--- src/rtl/hzu_pkg.sv ---
package hzu_pkg;

    // Operand multiplexer codes; the datapath decodes these bit patterns.
    typedef enum logic [1:0] {
        OPND_REGFILE  = 2'b00,
        OPND_FROM_WB  = 2'b01,
        OPND_FROM_MEM = 2'b10
    } opnd_src_e;

    localparam int ID_CMP_W = 32;

    // A pending producer matches a reader when it writes, is not register 0,
    // and names the same register.
    function automatic logic pend_match(input logic [ID_CMP_W-1:0] src,
                                        input logic [ID_CMP_W-1:0] dst,
                                        input logic                wen);
        return wen && (dst != '0) && (dst == src);
    endfunction

endpackage

--- src/rtl/hzu_bypass_sel.sv ---
module hzu_bypass_sel
    import hzu_pkg::*;
#(
    parameter int REG_W = 5,
    parameter int NSRC  = 2
) (
    input  logic [NSRC-1:0][REG_W-1:0] src,
    input  logic [REG_W-1:0]           mem_dst,
    input  logic                       mem_wen,
    input  logic [REG_W-1:0]           wb_dst,
    input  logic                       wb_wen,
    output opnd_src_e                  sel [NSRC]
);

    for (genvar i = 0; i < NSRC; i++) begin : g_opnd
        logic hit_mem;
        logic hit_wb;
        assign hit_mem = pend_match(ID_CMP_W'(src[i]), ID_CMP_W'(mem_dst), mem_wen);
        assign hit_wb  = pend_match(ID_CMP_W'(src[i]), ID_CMP_W'(wb_dst), wb_wen);
        always_comb begin
            if (hit_mem)     sel[i] = OPND_FROM_MEM;
            else if (hit_wb) sel[i] = OPND_FROM_WB;
            else             sel[i] = OPND_REGFILE;
        end
    end

endmodule

--- src/rtl/hzu_rf_through.sv ---
module hzu_rf_through
    import hzu_pkg::*;
#(
    parameter int REG_W = 5,
    parameter int NRD   = 2
) (
    input  logic [NRD-1:0][REG_W-1:0] rd_id,
    input  logic [REG_W-1:0]          wr_id,
    input  logic                      wr_en,
    output logic [NRD-1:0]            thru
);

    for (genvar i = 0; i < NRD; i++) begin : g_port
        assign thru[i] = pend_match(ID_CMP_W'(rd_id[i]), ID_CMP_W'(wr_id), wr_en);
    end

endmodule

--- src/rtl/hzu_load_interlock.sv ---
module hzu_load_interlock
    import hzu_pkg::*;
#(
    parameter int REG_W = 5,
    parameter int NRD   = 2
) (
    input  logic [NRD-1:0][REG_W-1:0] dec_src,
    input  logic [REG_W-1:0]          ld_dst,
    input  logic                      ld_flag,
    output logic                      stall
);

    logic [NRD-1:0] hit;

    for (genvar i = 0; i < NRD; i++) begin : g_src
        assign hit[i] = pend_match(ID_CMP_W'(dec_src[i]), ID_CMP_W'(ld_dst), ld_flag);
    end

    assign stall = |hit;

endmodule

--- src/rtl/hazard_resolver.sv ---
module hazard_resolver
    import hzu_pkg::*;
#(
    parameter int REG_W = 5
) (
    input  logic [REG_W-1:0] ex_src_a,
    input  logic [REG_W-1:0] ex_src_b,
    input  logic [REG_W-1:0] mem_dst,
    input  logic             mem_wen,
    input  logic [REG_W-1:0] wb_dst,
    input  logic             wb_wen,
    input  logic [REG_W-1:0] id_src_a,
    input  logic [REG_W-1:0] id_src_b,
    input  logic [REG_W-1:0] ex_dst,
    input  logic             ex_mrd,
    output logic [1:0]       fwd_a,
    output logic [1:0]       fwd_b,
    output logic             thru_a,
    output logic             thru_b,
    output logic             hold_front,
    output logic             bubble
);

    localparam int NOPND = 2;

    logic [NOPND-1:0][REG_W-1:0] ex_srcs;
    logic [NOPND-1:0][REG_W-1:0] id_srcs;
    opnd_src_e                   sel [NOPND];
    logic [NOPND-1:0]            thru;
    logic                        ld_stall;

    assign ex_srcs = {ex_src_b, ex_src_a};
    assign id_srcs = {id_src_b, id_src_a};

    hzu_bypass_sel #(.REG_W(REG_W), .NSRC(NOPND)) u_byp (
        .src     (ex_srcs),
        .mem_dst (mem_dst),
        .mem_wen (mem_wen),
        .wb_dst  (wb_dst),
        .wb_wen  (wb_wen),
        .sel     (sel)
    );

    hzu_rf_through #(.REG_W(REG_W), .NRD(NOPND)) u_thru (
        .rd_id (id_srcs),
        .wr_id (wb_dst),
        .wr_en (wb_wen),
        .thru  (thru)
    );

    hzu_load_interlock #(.REG_W(REG_W), .NRD(NOPND)) u_ilk (
        .dec_src (id_srcs),
        .ld_dst  (ex_dst),
        .ld_flag (ex_mrd),
        .stall   (ld_stall)
    );

    assign fwd_a      = sel[0];
    assign fwd_b      = sel[1];
    assign thru_a     = thru[0];
    assign thru_b     = thru[1];
    assign hold_front = ld_stall;
    assign bubble     = ld_stall;

endmodule

--- config.mk ---
export PLATFORM = sky130hd
export DESIGN_NAME = hazard_resolver
export DESIGN_NICKNAME = d
export VERILOG_FILES = /design/src/rtl/hzu_pkg.sv /design/src/rtl/hzu_bypass_sel.sv /design/src/rtl/hzu_rf_through.sv /design/src/rtl/hzu_load_interlock.sv /design/src/rtl/hazard_resolver.sv
export SDC_FILE = /design/constraint.sdc
export NUM_CORES = 1
export LEC_CHECK = 0
export BUFFER_PORTS_ARGS = -buffer_cell sky130_fd_sc_hd__buf_2
export CAP_MARGIN = 20
export CORE_MARGIN = 2
export CORE_UTILIZATION = 40
export DETAILED_ROUTE_END_ITERATION = 8
export GPL_TIMING_DRIVEN = 0
export PLACE_DENSITY = 0.8
export SYNTH_ARGS = -nofsm -noshare
export SYNTH_HDL_FRONTEND = slang
export SYNTH_SLANG_ARGS = --single-unit
--- constraint.sdc ---
create_clock -name vclk -period 1.38
set_input_delay 0.069 -clock vclk [all_inputs]
set_output_delay 0.069 -clock vclk [all_outputs]
set_load 0.05 [all_outputs]
# == Yosys cells after proc, flatten, opt, wreduce, memory -nomap -nowiden ==
# Index checks and enable logic that the tools add are counted.
# totals
out_inout_bits,8
register_bits,0
romBits,0
mem_count,0
word_cells,27
input_bits,38
latch_bits,0
ramBits,0
# classes
magnitude_cmp,0
bitwise_logic,0
n_mux,4
n_shift,0
mul,0
eq_ne,8
add_sub_neg,0
reduce_logical,15
n_div,0
# ops
operator,n
$eq 5x5->1,8
$reduce_bool 5->1,3
$logic_and 1x1->1,11
$mux 2,2
$mux 1,2
$reduce_or 2->1,1

# == Depth between registers and ports, before layout ==
# Gate-level depths: netlist (run 1).
# depth
depth_word,5
mapped_depth,5
ltp_nobuf,4

# == Modules after synthesis ==
# Synthesis (run 1) repeated with hierarchy kept, for this count alone.
# hier_totals
cells_unflattened,70
area_unflattened_um2,529.3
# modules_own_cells
mod,area_per_inst_um2,instances,seq_area_each_um2,cells_per_inst
hzu_bypass_sel,272.8,1,0.0,36
hzu_load_interlock,125.1,1,0.0,17
hzu_rf_through,123.9,1,0.0,16
hazard_resolver,7.5,1,0.0,1

# == Least setup slack after synthesis (run 1) ==
# No wires, ideal clock.
# synth_timing
kind,input port to output port
from,input wb_dst[0]
to,output thru_a
arrival_time_ps,1976
cell_stages,4
path_slack_ps,-665
path_buffers,1
t_required_ps,1311
cell_sequence,buf_2 xnor2_1 nand3_1 nor4_1
# synth_between
elab_chain_cells,3
word_cells_on_any_way,4
cone_classes,1 x eq/ne; 3 x reduce/logical
# synth_rtl
item,line_no,rtl
from (decl),hazard_resolver.sv:10,"input logic [REG_W-1:0] wb_dst,"
$reduce_bool 5->1,hzu_pkg.sv:17,return wen && (dst != '0) && (dst == src);
$logic_and 1x1->1,hzu_pkg.sv:17,
$logic_and 1x1->1 (*),hzu_pkg.sv:17,
to (decl),hazard_resolver.sv:18,"output logic thru_a,"
# Mark *: on every way between the ends. The rest lies on a longest branch, timed or not.

# == Worst setup path after layout (run 1) ==
# layout_timing
from,input mem_dst[3]
to,output fwd_a[0]
# layout_between
elab_chain_cells,4
word_cells_on_any_way,5
cone_classes,1 x eq/ne; 1 x mux; 3 x reduce/logical
# layout_rtl
item,line_no,rtl
from (decl),hazard_resolver.sv:8,"input logic [REG_W-1:0] mem_dst,"
$reduce_bool 5->1,hzu_pkg.sv:17,
$logic_and 1x1->1,hzu_pkg.sv:17,
$logic_and 1x1->1 (*),hzu_pkg.sv:17,
via u_byp.g_opnd[0].hit_mem,hzu_bypass_sel.sv:16,logic hit_mem;
$mux 2 (*),hzu_bypass_sel.sv:21,if (hit_mem) sel[i] = OPND_FROM_MEM;
to (decl),hazard_resolver.sv:16,"output logic [1:0] fwd_a,"
# The timed path passes the listed nets; every way through them passes the cells marked *.

==> run summary, run 1 <==
critical path's top delay family -> simple AND/OR/NAND/NOR gates
Routed Antenna Nets -> 0
DRC Markers -> 0
post-synthesis cell area -> 549 µm²
hold buffers post-CTS -> 0
GRT Total Usage -> 21.0%
via-per-instance ratio -> 5.05
Final min period -> 1.46 ns
Max Clk Rate -> 685 MHz
Buf/Inv on CP -> 3
worst ir drop on vdd -> 0.000173 V
critical path fanouts, max -> 2
Netlist cell types -> 13
hold wc startpoint -> ex_mrd
layout clock buffer count -> 0
failing checks -> negative setup slack
Die X-Extent -> 41.1 µm
total core area -> 0.00128 mm²
Register Area -> 0 µm²
# IOs -> 46
via count -> 657
status -> complete, but fails checks
Die Y -> 41.1 µm
RSZ-0062 raised after global routing -> yes
largest net degree at the start of global routing -> 6
total of max-cap violations -> 0
critical path class -> in2out
Leakage -> 0.413 nW
average wire per standard cell -> 13.1 µm
Tightest Pin Transition -> 0.313 ns
Startpoint Class -> input port
Final Routed Wirelength -> 1710 µm
Final HPWL DP -> 1260 µm
Final Hold Fails -> 0
Starting Density -> 42.7%
gpl congestion -> 0.675
Slew Limit Fails -> 0
Setup crit end kind -> output port
Seq cells -> 0
worst stage delay on the critical path -> 0.54 ns
vias in the first global route -> 591
area delta synth->final -> 75.4%
Buffers on Ports -> 41
Setup-failing EPs final -> 4
most common cell after layout, fill and taps aside -> buf_2
DRT Pass-1 Iters -> 3
WP data required -> 1.31 ns
gr ovfl total -> 0
Slew headroom -> 78.9%
Fin Setup TNS -> -0.176 ns
die area -> 0.00169 mm²
pre-CTS setup slack -> -0.262 ns
layout net count -> 155
post-synthesis sequential area ratio -> 0%
Worst EP arrival -> 1.39 ns
final cycle utilization of the critical path -> 106%
Hold EP -> bubble
CP Cell Sequence -> buf_8 > or4_4 > o21ai_4 > buf_6 > nor4_4 > nor4_4 > buf_6
DRT iter0 DRCs -> 1
initial antenna violation count -> 0
# diodes -> 0
# rows -> 13
Worst Hold Depth -> 4
Synth Net Count -> 109
critical path's slowest cell -> or4_4
power density over the cells -> 314 mW/mm²
Yosys warnings -> 0
Synth Instances -> 71
PnR worst setup slack -> -0.0794 ns
most frequent cells in the layout -> buf_2, xor2_1, xnor2_1
Avg Inst Size Synth -> 7.74 µm²
HP Class -> in2out
first-pass GRT wire length -> 2430 µm
layout cells sized above 1 -> 57.4%
-- area by class of cell --
| type | count | area, µm² |
|---|---|---|
| Timing Repair Buffer | 44 | 277 |
| Multi-Input combinational cell | 63 | 603 |
| Fill cell | 100 | 322 |
| Tap cell | 15 | 18.8 |
| Buffer | 8 | 65.1 |
-- cell families (layout without fill, tap and decap cells) --
family                 Yosys count  count (layout)  share of synthesized area, %
AND/OR/NAND/NOR                 19              19                          23.2
AO/OA/AOI/OAI                    4               4                          4.33
buffers and inverters            8              52                          8.66
XOR/XNOR                        40              40                          63.8
-- layer usage --
metal | vias to the layer above | GRT usage, % | part of all wire [%]
li1 | 331 | - | -
met1 | 288 | 22.5 | 38
met2 | 38 | 44.9 | 52
met3 | 0 | 1.63 | 9.6
met4 | 0 | 0 | 0
met5 | - | 0 | 0
-- tightest hold or removal path: stages --
cell	delay (ns)
buf_2	0.10
o21ai_2	0.06
a21oi_2	0.04
buf_2	0.20
-- timing repair --
action	in CTS	in global routing
buffers inserted	3	0
setup endpoints to repair	6	5
gates cloned	0	0
gates resized for setup	32	2
pin swaps	9	1
-- worst max-delay path by stage --
stage	depth (start not counted)	slack (ns)	to	startpoint
final	7	-0.08	fwd_a[0]	mem_dst[3]
after global placement	6	-0.24	fwd_a[0]	mem_dst[0]
after global routing	7	-0.12	fwd_b[0]	mem_dst[3]
after floorplan	5	-0.24	fwd_b[0]	wb_dst[2]
after CTS	7	-0.07	fwd_a[0]	mem_dst[3]
after detailed placement	6	-0.26	fwd_b[0]	wb_dst[1]
-- per-stage QoR --
step	total power, mW	instances	cell area, µm²	hold WS, ns	util [%]
5_1_grt	0.325	130	963	0.559	75.0
3_3_place_gp	0.243	127	807	0.562	62.8
2_1_floorplan	0.154	71	583	0.334	-
4_1_cts	0.299	130	960	0.573	74.7
3_5_place_dp	0.249	127	807	0.573	62.8
6_report	0.303	130	963	0.537	75.0
-- where the power goes --
| group | internal, mW | switching [mW] | total, mW |
|---|---|---|---|
| registers | 0 | 0 | 0 |
| clock network | 0 | 0 | 0 |
| logic | 0.146 | 0.157 | 0.303 |
-- Yosys cell counts --
cell type / count / area [µm²]
o21ai_1: 1 / 5.00
a21oi_1: 1 / 5.00
buf_4: 3 / 22.5
nand3_1: 6 / 30.0
buf_2: 5 / 25.0
or4_1: 5 / 37.5
xor2_1: 24 / 210
o21ai_2: 1 / 8.76
o21ai_0: 1 / 5.00
nor4_1: 4 / 25.0
nor4_2: 2 / 25.0
xnor2_1: 16 / 140
nor3_1: 2 / 10.0
Note: power is estimated with default switching activity, not from simulation.
==> inputs of run 2 (changes only) <==
Settings changed: CELL_PAD_IN_SITES_DETAIL_PLACEMENT set to 2, CELL_PAD_IN_SITES_GLOBAL_PLACEMENT set to 2, CORE_ASPECT_RATIO set to 0.8, CORE_UTILIZATION 40 to 20, PLACE_DENSITY 0.8 to 0.82.
==> run summary, run 2 (same netlist as run 1, synthesis figures left out) <==
status -> complete, but fails checks (unchanged)
failing checks -> negative setup slack (unchanged)
Final min period -> 1.49 ns (was 1.46 ns)
layout cells sized above 1 -> 60.0% (was 57.4%)
vias in the first global route -> 792 (was 591)
most frequent cells in the layout -> buf_2, xor2_1, xnor2_1 (unchanged)
# diodes -> 0 (unchanged)
final cycle utilization of the critical path -> 108% (was 106%)
Worst EP arrival -> 1.42 ns (was 1.39 ns)
area delta synth->final -> 84.3% (was 75.4%)
Layout Utilization -> 40.1% (was 75.0%)
Register Area -> 0 µm² (unchanged)
Setup crit end kind -> output port (unchanged)
most common cell after layout, fill and taps aside -> buf_2 (unchanged)
initial antenna violation count -> 0 (unchanged)
hold_ws -> 0.543 ns (was 0.537 ns)
GRT Total Usage -> 17.2% (was 21.0%)
sequential share of power -> 0% (about the same)
Setup-failing EPs final -> 4 (unchanged)
Tightest Pin Transition -> 0.334 ns (was 0.313 ns)
largest net degree at the start of global routing -> 6 (unchanged)
Final HPWL DP -> 1920 µm (was 1260 µm)
Routed Antenna Nets -> 0 (unchanged)
Starting Density -> 21.8% (was 42.7%)
logic gate share of total power -> 100.0% (about the same)
Seq cells -> 0 (unchanged)
critical path fanouts, max -> 2 (unchanged)
Startpoint Class -> input port (unchanged)
internal power -> 150 µW (was 146 µW)
layout clock buffer count -> 0 (unchanged)
HP Class -> in2out (unchanged)
Leakage -> 0.420 nW (was 0.413 nW)
average wire per standard cell -> 17.9 µm (was 13.1 µm)
via count -> 673 (was 657)
Slew Limit Fails -> 0 (unchanged)
DRC Markers -> 0 (unchanged)
DRT Pass-1 Iters -> 3 (unchanged)
# IOs -> 46 (unchanged)
gpl congestion -> 0.760 (was 0.675)
critical path class -> in2out (unchanged)
hold wc startpoint -> ex_mrd (unchanged)
total core area -> 0.00252 mm² (was 0.00128 mm²)
Clk pwr share -> 0% (about the same)
switching share of total power -> 54.4% (was 51.8%)
first-pass GRT wire length -> 4270 µm (was 2430 µm)
RSZ-0062 raised after global routing -> yes (unchanged)
via-per-instance ratio -> 4.46 (was 5.05)
Die Y -> 50.9 µm (was 41.1 µm)
PnR worst setup slack -> -0.106 ns (was -0.0794 ns)
power density over the cells -> 324 mW/mm² (was 314 mW/mm²)
total of max-cap violations -> 0 (unchanged)
Final Hold Fails -> 0 (unchanged)
WP data required -> 1.31 ns (about the same)
NetSw -> 178 µW (was 157 µW)
Worst Setup SP -> mem_dst[3] (unchanged)
gr ovfl total -> 0 (unchanged)
die area -> 0.00318 mm² (was 0.00169 mm²)
# rows -> 16 (was 13)
Final Routed Wirelength -> 2710 µm (was 1710 µm)
Max Clk Rate -> 673 MHz (was 685 MHz)
layout net count -> 155 (unchanged)
DRT iter0 DRCs -> 9 (was 1)
Buffers on Ports -> 41 (unchanged)
worst ir drop on vdd -> 0.0000960 V (was 0.000173 V)
Slew headroom -> 77.6% (was 78.9%)
Die X-Extent -> 62.6 µm (was 41.1 µm)
-- run 2: layer usage --
metal | wire length (µm) | vias up | track usage [%] | part of all wire (%)
li1 | - | 330 | - | -
met1 | 1100 | 328 | 20.6 | 41
met2 | 1540 | 15 | 35.7 | 57
met3 | 73 | 0 | 1.10 | 2.7
met4 | 0 | 0 | 0 | 0
met5 | 0 | - | 0 | 0
-- run 2: power by group through the flow --
| stage | Clock (mW) | Sequential [mW] | Combinational [mW] |
|---|---|---|---|
| floorplan | 0 | 0 | 0.154 |
| global placement | 0 | 0 | 0.250 |
| detailed placement | 0 | 0 | 0.261 |
| CTS | 0 | 0 | 0.311 |
| global route | 0 | 0 | 0.355 |
| finish | 0 | 0 | 0.328 |
-- run 2: repair_timing --
action | CTS | global route
hold buffers | 0 | 0
pin swaps | 8 | 2
endpoints found under the hold margin | 0 | 0
setup endpoints to repair | 7 | 6
gates resized for setup | 34 | 5
cloned | 0 | 0
buffers inserted | 3 | 0
-- run 2: final timing paths --
check	cells after the start	end
setup / recovery	7	fwd_b[0]
hold / removal	4	bubble
-- run 2: area by class of cell --
cell class | instances | area (µm²)
buffer | 8 | 63.8
tap | 36 | 45.0
multi-input combinational | 63 | 621
timing repair buffer | 44 | 283
fill | 297 | 1510
-- run 2: metrics by stage --
step                setup TNS, ns  setup WS, ns  power [mW]  std cells  area [µm²]
CTS                        -0.181       -0.0795       0.311        151         988
detailed placement          -1.20        -0.315       0.261        148         833
finish                     -0.284        -0.106       0.328        151        1010
global route               -0.471        -0.167       0.355        151        1010
global placement           -0.915        -0.274       0.250        148         833
floorplan                  -0.706        -0.242       0.154         71         583
-- run 2: worst max-delay path, cell delays in order --
cell     delay, ns
buf_8         0.10
or4_4         0.55
o21ai_4       0.18
buf_6         0.13
nor4_4        0.04
nor4_4        0.15
buf_6         0.19
==> inputs of run 3 (changes only) <==
Settings changed: ABC_CLOCK_PERIOD_IN_PS set to 1380, MAX_ROUTING_LAYER set to met4.
==> run summary, run 3 (same netlist as run 1, synthesis figures left out) <==
status -> complete, but fails checks (unchanged)
failing checks -> negative setup slack (unchanged)
Max Clk Rate -> 675 MHz (was 673 MHz)
DR WL met2 -> 1550 µm (was 1540 µm)
# IOs -> 46 (unchanged)
Final Hold Fails -> 0 (unchanged)
worst stage delay on the critical path -> 0.55 ns (about the same)
Leakage -> 0.420 nW (unchanged)
Final min period -> 1.48 ns (was 1.49 ns)
total core area -> 0.00252 mm² (unchanged)
switching share of total power -> 54.3% (was 54.4%)
RSZ-0062 raised after global routing -> yes (unchanged)
average wire per standard cell -> 17.9 µm (about the same)
critical path's slowest cell -> or4_4 (unchanged)
final cycle utilization of the critical path -> 107% (was 108%)
largest net degree at the start of global routing -> 6 (unchanged)
area delta synth->final -> 84.3% (unchanged)
Final Routed Wirelength -> 2700 µm (was 2710 µm)
Tightest Pin Transition -> 0.334 ns (unchanged)
Worst Hold Depth -> 4 (unchanged)
power density over the cells -> 324 mW/mm² (about the same)
Startpoint Class -> input port (unchanged)
vias in the first global route -> 789 (was 792)
gpl congestion -> 0.770 (was 0.760)
GRT Total Usage -> 17.6% (was 17.2%)
critical path class -> in2out (unchanged)
most frequent cells in the layout -> buf_2, xor2_1, xnor2_1 (unchanged)
# diodes -> 0 (unchanged)
# rows -> 16 (unchanged)
Starting Density -> 21.8% (unchanged)
logic gate share of total power -> 100.0% (about the same)
placed cell area -> 833 µm² (unchanged)
die area -> 0.00318 mm² (unchanged)
DRT iter0 DRCs -> 9 (unchanged)
Routed Antenna Nets -> 0 (unchanged)
layout clock buffer count -> 0 (unchanged)
highest routed layer -> met3 (unchanged)
met3 WL post-DR -> 73 µm (unchanged)
WP data required -> 1.31 ns (about the same)
via-per-instance ratio -> 4.46 (unchanged)
HP Class -> in2out (unchanged)
worst ir drop on vdd -> 0.0000951 V (was 0.0000960 V)
Seq cells -> 0 (unchanged)
Worst EP arrival -> 1.41 ns (was 1.42 ns)
Register Area -> 0 µm² (unchanged)
layout net count -> 155 (unchanged)
initial antenna violation count -> 0 (unchanged)
via count -> 673 (unchanged)
Buffers on Ports -> 41 (unchanged)
fin area -> 0.00101 mm² (unchanged)
Slew Limit Fails -> 0 (unchanged)
critical path's top delay family -> simple AND/OR/NAND/NOR gates (unchanged)
internal power -> 150 µW (about the same)
Clk pwr share -> 0% (about the same)
Die Y -> 50.9 µm (unchanged)
CP Cell Sequence -> buf_8 > or4_4 > o21ai_4 > buf_6 > nor4_4 > nor4_4 > buf_6 (unchanged)
DRC Markers -> 0 (unchanged)
sequential share of power -> 0% (about the same)
Setup-failing EPs final -> 4 (unchanged)
NetSw -> 178 µW (about the same)
Die X-Extent -> 62.6 µm (unchanged)
Total Power -> 328 µW (about the same)
Metal-1 WL -> 1080 µm (was 1100 µm)
Fin Setup TNS -> -0.276 ns (was -0.284 ns)
first-pass GRT wire length -> 4260 µm (was 4270 µm)
PnR worst setup slack -> -0.103 ns (was -0.106 ns)
critical path fanouts, max -> 2 (unchanged)
layout cells sized above 1 -> 60.0% (unchanged)
Slew headroom -> 77.6% (unchanged)
DRT Pass-1 Iters -> 4 (was 3)
Buf/Inv on CP -> 3 (unchanged)
total of max-cap violations -> 0 (unchanged)
Setup crit end kind -> output port (unchanged)
gr ovfl total -> 0 (unchanged)
Final HPWL DP -> 1920 µm (unchanged)
most common cell after layout, fill and taps aside -> buf_2 (unchanged)
Crit path depth -> 7 (unchanged)
## run 3: tightest hold or removal path, stage by stage
cell	delay, ns
buf_2	0.10
o21ai_2	0.05
a21oi_2	0.04
buf_2	0.20
## run 3: final cells by class
type	instances	area, µm²
repair buffers	44	283
plain buffers	8	63.8
well taps	36	45.0
fillers	297	1510
multi-input cells	63	621
## run 3: stage by stage
stage	instances	hold slack [ns]	utilization [%]	setup slack, ns
after floorplan	71	0.334	-	-0.242
after global placement	148	0.561	33.0	-0.274
after detailed placement	148	0.582	33.0	-0.315
after CTS	151	0.583	39.2	-0.0795
after global routing	151	0.569	40.1	-0.167
final	151	0.545	40.1	-0.103
## run 3: path summary, 6_finish.rpt
path | slack (ns) | startpoint | end
setup / recovery | -0.10 | mem_dst[3] | fwd_b[0]
hold / removal | 0.55 | ex_mrd | bubble
## run 3: power by group through the flow
stage	combinational (mW)	clock, mW	sequential, mW
2_1_floorplan	0.154	0	0
3_3_place_gp	0.250	0	0
3_5_place_dp	0.261	0	0
4_1_cts	0.311	0	0
5_1_grt	0.355	0	0
6_report	0.328	0	0
## run 3: what timing repair did
item                                    in CTS  in global routing
buffers inserted                             3                  0
hold buffers                                 0                  0
resized for setup                           34                  5
pin swaps                                    8                  2
endpoints found under the setup margin       7                  6
## run 3: per-layer routing
layer | vias up | GRT usage (%)
met5 | - | -
met4 | 0 | 0
met3 | 0 | 1.10
met2 | 15 | 35.7
met1 | 329 | 20.6
li1 | 329 | -
